File: src/rtl/blk_chain_pkg.sv
package blk_chain_pkg;
  parameter int BLK_W  = 128;
  parameter int WORD_W = 32;

  typedef struct packed {
    logic cbc;
    logic dec;
    logic key_wb;
  } ctx_mode_t;
endpackage

File: src/rtl/blk_chain_seq.sv
module blk_chain_seq (
  input  logic clk,
  input  logic rst_n,
  input  logic cfg_load,
  input  logic in_valid,
  input  logic core_done,
  output logic in_ready,
  output logic accept,
  output logic load_ok,
  output logic fin,
  output logic busy,
  output logic start
);
  logic busy_q, busy_nxt;
  logic start_q, start_nxt;

  always_comb begin
    in_ready  = !busy_q && !cfg_load;
    accept    = in_valid && in_ready;
    load_ok   = cfg_load && !busy_q;
    fin       = core_done && busy_q;
    busy_nxt  = busy_q;
    if (accept)   busy_nxt = 1'b1;
    else if (fin) busy_nxt = 1'b0;
    start_nxt = accept;
  end

  always_ff @(posedge clk or negedge rst_n) begin
    if (!rst_n) begin
      busy_q  <= 1'b0;
      start_q <= 1'b0;
    end else begin
      busy_q  <= busy_nxt;
      start_q <= start_nxt;
    end
  end

  assign busy  = busy_q;
  assign start = start_q;

  p_start_one_cycle_r4: assert property (@(posedge clk) disable iff (!rst_n)
    start_q |=> !start_q);
  p_fin_frees_r3: assert property (@(posedge clk) disable iff (!rst_n)
    fin |=> !busy_q);
endmodule

File: src/rtl/blk_chain_reg.sv
module blk_chain_reg #(
  parameter int BLK_W = blk_chain_pkg::BLK_W
) (
  input  logic             clk,
  input  logic             rst_n,
  input  logic             load,
  input  logic [BLK_W-1:0] load_iv,
  input  logic             cbc,
  input  logic             dec,
  input  logic             accept,
  input  logic [BLK_W-1:0] in_data,
  input  logic             fin,
  input  logic [BLK_W-1:0] core_dout,
  output logic [BLK_W-1:0] core_din,
  output logic [BLK_W-1:0] result,
  output logic [BLK_W-1:0] chain
);
  logic [BLK_W-1:0] chain_q, chain_nxt;
  logic [BLK_W-1:0] din_q, din_nxt;
  logic [BLK_W-1:0] held_q, held_nxt;
  logic             chain_en;

  always_comb begin
    din_nxt  = (cbc && !dec) ? (in_data ^ chain_q) : in_data;
    held_nxt = in_data;
    result   = (cbc && dec) ? (core_dout ^ chain_q) : core_dout;
    chain_en = load || (fin && cbc);
    if (load)     chain_nxt = load_iv;
    else if (dec) chain_nxt = held_q;
    else          chain_nxt = core_dout;
  end

  always_ff @(posedge clk or negedge rst_n) begin
    if (!rst_n) chain_q <= '0;
    else if (chain_en) chain_q <= chain_nxt;
  end

  always_ff @(posedge clk or negedge rst_n) begin
    if (!rst_n) begin
      din_q  <= '0;
      held_q <= '0;
    end else if (accept) begin
      din_q  <= din_nxt;
      held_q <= held_nxt;
    end
  end

  assign core_din = din_q;
  assign chain    = chain_q;

  p_ecb_chain_hold_r5: assert property (@(posedge clk) disable iff (!rst_n)
    (!load && !cbc) |=> $stable(chain_q));
  p_chain_only_on_event_r6: assert property (@(posedge clk) disable iff (!rst_n)
    (!load && !fin) |=> $stable(chain_q));
endmodule

File: src/rtl/blk_key_store.sv
module blk_key_store #(
  parameter int BLK_W  = blk_chain_pkg::BLK_W,
  parameter int WORD_W = blk_chain_pkg::WORD_W
) (
  input  logic             clk,
  input  logic             rst_n,
  input  logic             load,
  input  logic [BLK_W-1:0] load_key,
  input  logic             load_wb,
  input  logic             fin,
  input  logic             busy,
  input  logic [BLK_W-1:0] result,
  output logic [BLK_W-1:0] key
);
  localparam int NWORDS = BLK_W / WORD_W;

  logic armed_q, armed_nxt;
  logic wb_hit;

  always_comb begin
    wb_hit    = fin && armed_q;
    armed_nxt = armed_q;
    if (load)     armed_nxt = load_wb;
    else if (fin) armed_nxt = 1'b0;
  end

  always_ff @(posedge clk or negedge rst_n) begin
    if (!rst_n) armed_q <= 1'b0;
    else        armed_q <= armed_nxt;
  end

  for (genvar g = 0; g < NWORDS; g++) begin : g_word
    logic [WORD_W-1:0] w_q, w_nxt;
    logic              w_en;
    always_comb begin
      w_en  = load || wb_hit;
      w_nxt = load ? load_key[g*WORD_W +: WORD_W] : result[g*WORD_W +: WORD_W];
    end
    always_ff @(posedge clk or negedge rst_n) begin
      if (!rst_n)    w_q <= '0;
      else if (w_en) w_q <= w_nxt;
    end
    assign key[g*WORD_W +: WORD_W] = w_q;
  end

  p_wb_once_r10: assert property (@(posedge clk) disable iff (!rst_n)
    (fin && !load) |=> !armed_q);
  p_key_hold_busy_r4: assert property (@(posedge clk) disable iff (!rst_n)
    (busy && !fin) |=> $stable(key));
endmodule

File: src/rtl/blk_chain_ctrl.sv
module blk_chain_ctrl #(
  parameter int BLK_W  = blk_chain_pkg::BLK_W,
  parameter int WORD_W = blk_chain_pkg::WORD_W
) (
  input  logic             clk,
  input  logic             rst_n,
  input  logic             cfg_load,
  input  logic             cfg_cbc,
  input  logic             cfg_decrypt,
  input  logic             cfg_key_wb,
  input  logic [BLK_W-1:0] cfg_key,
  input  logic [BLK_W-1:0] cfg_iv,
  input  logic             in_valid,
  input  logic [BLK_W-1:0] in_data,
  output logic             in_ready,
  output logic             out_valid,
  output logic [BLK_W-1:0] out_data,
  output logic             core_start,
  output logic             core_decrypt,
  output logic [BLK_W-1:0] core_key,
  output logic [BLK_W-1:0] core_din,
  input  logic             core_done,
  input  logic [BLK_W-1:0] core_dout,
  output logic [BLK_W-1:0] st_iv,
  output logic [BLK_W-1:0] st_key
);
  import blk_chain_pkg::*;

  ctx_mode_t        mode_q, mode_nxt;
  logic             accept, load_ok, fin, busy;
  logic [BLK_W-1:0] result;

  blk_chain_seq u_seq (
    .clk(clk), .rst_n(rst_n), .cfg_load(cfg_load), .in_valid(in_valid),
    .core_done(core_done), .in_ready(in_ready), .accept(accept),
    .load_ok(load_ok), .fin(fin), .busy(busy), .start(core_start)
  );

  always_comb begin
    mode_nxt = mode_q;
    if (load_ok) mode_nxt = '{cbc: cfg_cbc, dec: cfg_decrypt, key_wb: cfg_key_wb};
  end

  always_ff @(posedge clk or negedge rst_n) begin
    if (!rst_n) mode_q <= '0;
    else        mode_q <= mode_nxt;
  end

  blk_chain_reg #(.BLK_W(BLK_W)) u_chain (
    .clk(clk), .rst_n(rst_n), .load(load_ok), .load_iv(cfg_iv),
    .cbc(mode_q.cbc), .dec(mode_q.dec), .accept(accept), .in_data(in_data),
    .fin(fin), .core_dout(core_dout), .core_din(core_din),
    .result(result), .chain(st_iv)
  );

  blk_key_store #(.BLK_W(BLK_W), .WORD_W(WORD_W)) u_key (
    .clk(clk), .rst_n(rst_n), .load(load_ok), .load_key(cfg_key),
    .load_wb(cfg_key_wb), .fin(fin), .busy(busy), .result(result),
    .key(st_key)
  );

  assign core_key     = st_key;
  assign core_decrypt = mode_q.dec;
  assign out_valid    = fin;
  assign out_data     = result;

  p_accept_starts_r4: assert property (@(posedge clk) disable iff (!rst_n)
    (in_valid && in_ready) |=> core_start);
  p_done_single_r8: assert property (@(posedge clk) disable iff (!rst_n)
    out_valid |=> !out_valid);
  p_no_accept_busy_r3: assert property (@(posedge clk) disable iff (!rst_n)
    core_start |-> !in_ready);
endmodule

File: config.mk
export PLATFORM = sky130hd
export DESIGN_NAME = blk_chain_ctrl
export DESIGN_NICKNAME = d
export VERILOG_FILES = /design/src/rtl/blk_chain_pkg.sv /design/src/rtl/blk_chain_seq.sv /design/src/rtl/blk_chain_reg.sv /design/src/rtl/blk_key_store.sv /design/src/rtl/blk_chain_ctrl.sv
export SDC_FILE = /design/constraint.sdc
export NUM_CORES = 1
export LEC_CHECK = 0
export ABC_AREA = 1
export BUFFER_PORTS_ARGS = -buffer_cell sky130_fd_sc_hd__clkbuf_2
export CAP_MARGIN = 20
export CORE_AREA = 2 2 452 454
export CTS_BUF_LIST = sky130_fd_sc_hd__clkbuf_16
export DETAILED_ROUTE_END_ITERATION = 16
export DIE_AREA = 0 0 454 456
export PLACE_DENSITY_LB_ADDON = 0.08
export SETUP_SLACK_MARGIN = 0.02
export SLEW_MARGIN = 20
export SYNTH_ARGS = -nofsm -noshare
export SYNTH_HDL_FRONTEND = slang
export SYNTH_SLANG_ARGS = --single-unit
File: constraint.sdc
create_clock -name clk -period 3.19 [get_ports clk]
set_input_delay 0.4785 -clock clk [delete_from_list [all_inputs] [get_ports clk]]
set_output_delay 0.4785 -clock clk [all_outputs]
set_load 0.02 [all_outputs]
# [Yosys cells after proc, flatten, opt, wreduce, memory -nomap -nowiden]
# Index checks and enable logic that the tools add are counted.
[word_totals] input_bits=520 reg_bits=517 elab_cells=40 output_inout_bits=644
[op_classes] reduce_logical=15 bitwise=2 mux=11
[ops] operator="$mux 128" n=4
[ops] operator="$xor 128x128->128" n=2
[ops] operator="$mux 32" n=4
[ops] operator="$logic_and 1x1->1" n=8
[ops] operator="$reduce_bool 2->1" n=2
[ops] operator="$logic_not 1->1" n=3
[ops] operator="$mux 1" n=3
[ops] operator="$logic_or 1x1->1" n=2

# [Depth between registers and ports, before layout]
# Gate-level depths: netlist of run 1.
[depth] ltp_word=4 depth_mapped=9 depth_no_buf=7

# [Cells and area by module]
# A second synthesis of run 1 with hierarchy kept.
[unflattened] cells_unflattened=4655 area_unflattened_um2=30666.9
[by_module_without_submodules] mod="blk_chain_reg" area_per_inst_um2=22910.7 cells_each=3533 seq_area_each_um2=9609.2 n_inst=1
[by_module_without_submodules] mod="blk_key_store" area_per_inst_um2=6628.9 cells_each=973 seq_area_each_um2=3228.1 n_inst=1
[by_module_without_submodules] mod="blk_chain_ctrl" area_per_inst_um2=1037.2 cells_each=137 seq_area_each_um2=50.0 n_inst=1
[by_module_without_submodules] mod="blk_chain_seq" area_per_inst_um2=90.1 cells_each=12 seq_area_each_um2=50.0 n_inst=1

# [Least setup slack after synthesis of run 1]
# Ideal clock, no wire load.
[synth_path] path_kind="register to output" from="reg mode_q, in the netlist core_decrypt" to="out out_data[100]" arrival_time_ns=1.418 slack_ns=1.294 required_ns=2.711 path_buffers=3 stages_incl_launch_ff=6 path_cell_list="dfrtp_1 -> buf_4 -> buf_4 -> buf_6 -> nand3_1 -> xor2_1"
[synth_via] elab_chain_len=2
[synth_rtl] element="start: declaration" line_no="blk_chain_ctrl.sv:29" text="ctx_mode_t mode_q, mode_nxt;"
[synth_rtl] element="start signal: assignment" line_no="blk_chain_ctrl.sv:46" text="else mode_q <= mode_nxt;"
[synth_rtl] element="$logic_and 1x1->1" line_no="blk_chain_reg.sv:26" text="result = (cbc && dec) ? (core_dout ^ chain_q) : core_dout;"
[synth_rtl] element="$mux 128" line_no="blk_chain_reg.sv:26"
[synth_rtl] element="end: declaration" line_no="blk_chain_ctrl.sv:17" text="output logic [BLK_W-1:0] out_data,"
# No other way between the ends.

# [Final worst setup path of run 1]
[layout_path] from="reg mode_q[2] (netlist name)" to="out out_data[0]"
# The elaborated chain is that of the path after synthesis.

==> results of run 1 <==
==> through the flow <==
step | utilization | hold slack (ns)
6_report | 0.211 | 0.0742
3_3_place_gp | 0.190 | 0.465
2_1_floorplan | - | 0.183
5_1_grt | 0.211 | 0.0426
4_1_cts | 0.211 | 0.0000166
3_5_place_dp | 0.190 | 0.466
==> power by group through the flow <==
stage / logic [mW] / registers [mW] / clock network, mW
final: 10.8 / 10.1 / 8.55
after global routing: 11.9 / 10.3 / 9.11
after CTS: 11.1 / 10.2 / 8.91
after detailed placement: 10.8 / 10.2 / 0
after global placement: 10.8 / 10.3 / 0
after floorplan: 4.92 / 10.6 / 0
==> worst max-delay path: stages (launching register included) <==
cell	delay (ns)
dfrtp_4	0.57
buf_12	0.19
buf_4	0.17
nand3_1	0.10
xor2_1	0.58
clkbuf_2	0.29
==> sequential cells by signal, indices dropped and copies added (netlist names) <==
register / count
u_key.g_word.w_q: 128
u_seq.start: 1
u_key.armed_q: 1
core_decrypt: 1
mode_q: 1
u_chain.core_din: 128
u_chain.chain: 128
u_seq.busy: 1
u_chain.held_q: 128
==> cells in the mapped netlist <==
master and number:
inv_2 7, buf_2 187, buf_6 8, clkbuf_1 50, nand3_1 641, inv_1 517
nand2_2 3, o21ai_2 1, o21ai_0 137, buf_4 154, xor2_1 125, nand4_1 128
dfrtp_1 517, nor2_1 125, a21oi_1 125, nor2_2 1, nand2_1 1549, buf_1 10
==> worst max-delay path by stage <==
stage	startpoint	to	slack, ns	depth (start not counted)
CTS	mode_q[2]	out_data[0]	0.03	5
detailed placement	mode_q[2]	out_data[54]	0.71	4
floorplan	core_decrypt	out_data[100]	1.29	5
global route	mode_q[2]	out_data[21]	0.04	6
finish	mode_q[2]	out_data[0]	0.1	5
global placement	mode_q[2]	out_data[54]	0.73	4
==> cell type report <==
| type | count | area share |
|---|---|---|
| Clock buffer | 83 | 0.0487 |
| Sequential cell | 517 | 0.303 |
| Antenna cell | 14 | 0.000821 |
| Timing Repair Buffer | 1470 | 0.214 |
| Clock inverter | 59 | 0.00701 |
| Inverter | 524 | 0.0467 |
| Multi-Input combinational cell | 2835 | 0.301 |
| Tap cell | 2672 | 0.0784 |
==> cell families after synthesis <==
group / after synthesis / share of synthesized area
simple gates: 2447 / 0.343
buf+inv: 933 / 0.146
flops: 517 / 0.431
compound gates: 263 / 0.0439
xor+xnor: 125 / 0.0364
==> layer usage <==
layer  part of all wire  track usage  wire length, um  up-vias
met3              0.057       0.0413            11600      222
li1                   -            -                -    15500
met4              0.028       0.0615             5680        2
met1               0.42        0.235            86100    16100
met5           0.000064            0               13        -
met2               0.49        0.328           101000     1026
==> what timing repair did <==
action	CTS	global route
setup endpoints to repair	5	2
resized for setup	6	0
endpoints found under the hold margin	236	0
cloned	0	0
buffers inserted	0	1
hold buffers	187	0
==> flow_summary.yaml, run 1 <==
drt:
  drc: 0
  dr.pass1.iters: 8
  wl_mm: 204
  wire_per_inst_um: 25.0
  vias_per_cell: 4.03
  drtIter0Drc: 2149
  ant_nets: 0
  vias: 32900
setup_path:
  start_kind: "register"
  endpoint_kind: "output pin"
  r2r_end: "u_key.g_word[3].w_q[4]"
  arrival_ns: 2.62
  reg2reg_from: "u_seq.busy"
  r2r_setup_slack_ns: 0.99
  crit_type: "register to output pin"
  crit_fanout: 12
  r2r_cells: 7
  crit_required_ns: 2.71
power:
  p_switching_mw: 13.4
  swShare: 0.454
  p_int_mw: 16.1
  ir_drop_v: 0.000382
  power_frac_seq: 0.342
  power_frac_comb: 0.368
  p_clk_frac: 0.290
  power.density_nw_per_um2: 691
  p_leak_nw: 23.1
  finalPower_mw: 29.5
timing:
  fin_tns_setup_ns: 0
  fin_crit_sh: 0.970
  finalSetupViolCount: 0
  grt_setup_unrepaired: "no"
  finalMaxSlewViolations: 0
  finalCriticalPeriod_ns: 3.09
  tightest_slew_ns: 1.17
  slew_headroom: 0.223
  clock_skew_ns: 0.0218
  hold_viol_final: 0
  max_freq_mhz: 323
  fin_ws_ns: 0.0962
yosys:
  synth_top_area_share: 0.431
  yosysTopAreaCell: "dfrtp_1"
  synth.area.top_cells: "dfrtp_1 (43%), nand2_1 (19%), nand3_1 (11%)"
  ys_ff_latch: 517
  synth_area_sq_um: 30000
  syn_inst: 4285
  synth.yosys.warnings: 0
  synth_seq_area_share: 0.431
  syn_area_per_cell_sq_um: 7.01
  synth_cell_types: 18
  synth.net_count: 4805
placed_design:
  io_buffers: 1163
  place.gp.congestion: 0.863
  dp_cells: 7830
  pre_cts_ws_ns: 0.713
  dpl_cell_area_sq_um: 38300
  hpwl_mm: 158
final_layout:
  mostFrequentLayoutCells: "nand2_1 (1549), clkbuf_2 (1162), nand3_1 (640)"
  final_nets: 5948
  fin_cells: 8174
  fillers: 23000
  seq_area_sq_um: 12900
  design_area_sq_um: 42700
  multi_input_area_sq_um: 12800
  layout_commonest_cell: "nand2_1"
  drive_gt1_frac: 0.255
  area_delta_synth_final_pct: 42.0
floorplanning:
  die_height_um: 456
  core_sq_um: 202000
  row_count: 165
  io_pins: 1164
  start_util: 0.149
  fp.dieW_um: 454
  die_area_sq_um: 207000
global_routing:
  track_usage: 0.191
  grt_pass1_wl_mm: 279
  grt_overflow: 0
  grt_max_degree: 120
  antenna_found_initial: 37
  grt_pass1_vias: 33100
cts:
  cts_max_level: 3
  cts_buffer_depth: 3
  cts_sinks: 517
  cts_buffers: 80
  cts-root-buf: "clkbuf_16"
  path_clk_slew_ns: 0.06
  insertion_delay_ns: 0.72
  cts_tree: "done"
status:
  status: "finished clean"
flow_run:
  maxCapViolCount: 0
hold_path:
  min_to: "u_key.g_word[2].w_q[10]"
  whs_path_depth: 5
  hold_class: "input pin to register"
  holdCritStartpoint: "cfg_key[74]"
No activity file was read; power rests on OpenSTA's default activity.
==> run 2: changes to the inputs <==
Settings changed: PLACE_DENSITY_LB_ADDON 0.08 to not set.
==> run 2 against run 1 <==
Compared with the run above: via count is 3.1% higher; non-clock buffer count is 189 lower; final cell count is 2.2% lower; hold slack better by 0.0039 ns; flip-flop and latch count stayed put; fmax hardly changed; wire length is 2.9% higher; cell area is 4.4% lower; global-route usage is 0.39 points higher.
==> flow_summary.yaml, run 2 (synthesized netlist as in run 1, its figures left out) <==
status:
  status: "finished clean"
global_routing:
  track_usage: 0.195
  grt_overflow: 0
  grt_pass1_vias: 31000
  grt_pass1_wl_mm: 278
  grt_max_degree: 131
  antenna_found_initial: 83
final_layout:
  drive_gt1_frac: 0.262
  layout_commonest_cell: "nand2_1"
  mostFrequentLayoutCells: "nand2_1 (1549), clkbuf_2 (1160), nand3_1 (641)"
  area_delta_synth_final_pct: 35.7
  fin_cells: 7997
  final_nets: 5750
floorplanning:
  row_count: 165
  io_pins: 1164
  die_area_sq_um: 207000
  fp.dieW_um: 454
  start_util: 0.149
  die_height_um: 456
  core_sq_um: 202000
timing:
  grt_setup_unrepaired: "no"
  tightest_slew_ns: 0.944
  fin_tns_setup_ns: 0
  max_freq_mhz: 323
  fin_hold_ws_ns: 0.0781
  clock_skew_ns: 0.0416
  finalMaxSlewViolations: 0
  slew_headroom: 0.370
  fin_crit_sh: 0.970
  finalSetupViolCount: 0
  finalCriticalPeriod_ns: 3.09
  hold_viol_final: 0
cts:
  path_clk_slew_ns: 0.06
  cts_buffers: 71
  cts_buffer_depth: 3
  postCtsResizedCells: 0
  cts_sinks: 517
  cts_tree: "done"
  cts-root-buf: "clkbuf_16"
  insertion_delay_ns: 0.68
  cts_max_level: 3
hold_path:
  hold_class: "input pin to register"
  holdCritStartpoint: "in_data[66]"
  whs_path_depth: 3
  min_to: "u_chain.held_q[66]"
drt:
  vias_per_cell: 4.25
  wire_per_inst_um: 26.2
  drc: 0
  vias: 34000
  dr.pass1.iters: 6
  drtIter0Drc: 4262
  ant_nets: 0
  wl_mm: 210
power:
  ir_drop_v: 0.000362
  power.density_nw_per_um2: 716
  p_leak_nw: 22.2
placed_design:
  io_buffers: 1163
  hpwl_mm: 171
  dp_cells: 7815
  place.gp.congestion: 1.05
setup_path:
  reg2reg_from: "core_decrypt"
  r2r_setup_slack_ns: 1.07
  r2r_cells: 6
  arrival_ns: 2.61
  cp_num_buf_inv: 2
  crit_chain: "buf_12, nand3_1, xor2_1, clkbuf_2"
  crit_family: "XOR/XNOR gates"
  crit_fanout: 37
  r2r_end: "u_chain.core_din[85]"
  crit_required_ns: 2.71
  endpoint_kind: "output pin"
  crit_type: "register to output pin"
  max_stage_delay_ns: 0.63
  cpMaxStageDelayCell: "xor2_1"
  start_kind: "register"
flow_run:
  maxCapViolCount: 0
==> run 2: stage by stage <==
step / instance area, sq um / setup slack, ns / utilization / total power [mW]
final: 40800 / 0.0971 / 0.202 / 29.2
after global routing: 40700 / 0.0378 / 0.202 / 30.5
after CTS: 40700 / 0.0556 / 0.202 / 29.2
after floorplan: 30000 / 1.29 / - / 15.5
after detailed placement: 38300 / 0.614 / 0.190 / 21.1
after global placement: 38300 / 0.661 / 0.190 / 21.0
==> run 2: cell type report <==
type / instances / area, sq um
Inverter: 524 / 1990
Timing Repair Buffer: 1281 / 7410
Fill cell: 23000 / 161000
Antenna cell: 45 / 113
Sequential cell: 517 / 12900
Tap cell: 2672 / 3340
Multi-Input combinational cell: 2835 / 12800
Clock buffer: 71 / 1780
Clock inverter: 52 / 415
==> run 2: worst max path at each step <==
| stage | start | to | slack [ns] | cells after the start |
|---|---|---|---|---|
| 4_1_cts | core_decrypt | out_data[116] | 0.06 | 5 |
| 5_1_grt | core_decrypt | out_data[116] | 0.04 | 5 |
| 6_report | core_decrypt | out_data[35] | 0.1 | 4 |
| 3_3_place_gp | mode_q[2] | out_data[71] | 0.66 | 6 |
| 2_1_floorplan | core_decrypt | out_data[100] | 1.29 | 5 |
| 3_5_place_dp | mode_q[2] | out_data[71] | 0.61 | 6 |
==> run 2: layer usage <==
metal | GRT usage | wire, um | vias to the layer above
li1 | - | - | 15200
met1 | 0.248 | 84700 | 16500
met2 | 0.280 | 88300 | 1956
met3 | 0.0875 | 27200 | 309
met4 | 0.0889 | 9380 | 36
met5 | 0 | 234 | -
==> run 2: report_power, final <==
group / total, mW / internal [mW] / switching [mW]
clock: 7.96 / 4.47 / 3.50
combinational: 11.3 / 3.17 / 8.10
sequential: 9.94 / 8.03 / 1.91
==> run 2: timing repair <==
action,in CTS,in global routing
hold endpoints to repair,41,0
hold buffers,10,0
endpoints found under the setup margin,11,0
buffers inserted,4,0
==> run 2: worst min-delay path, cell delays in order <==
cell	delay, ns
clkbuf_2	0.09
inv_1	0.06
o21ai_0	0.08
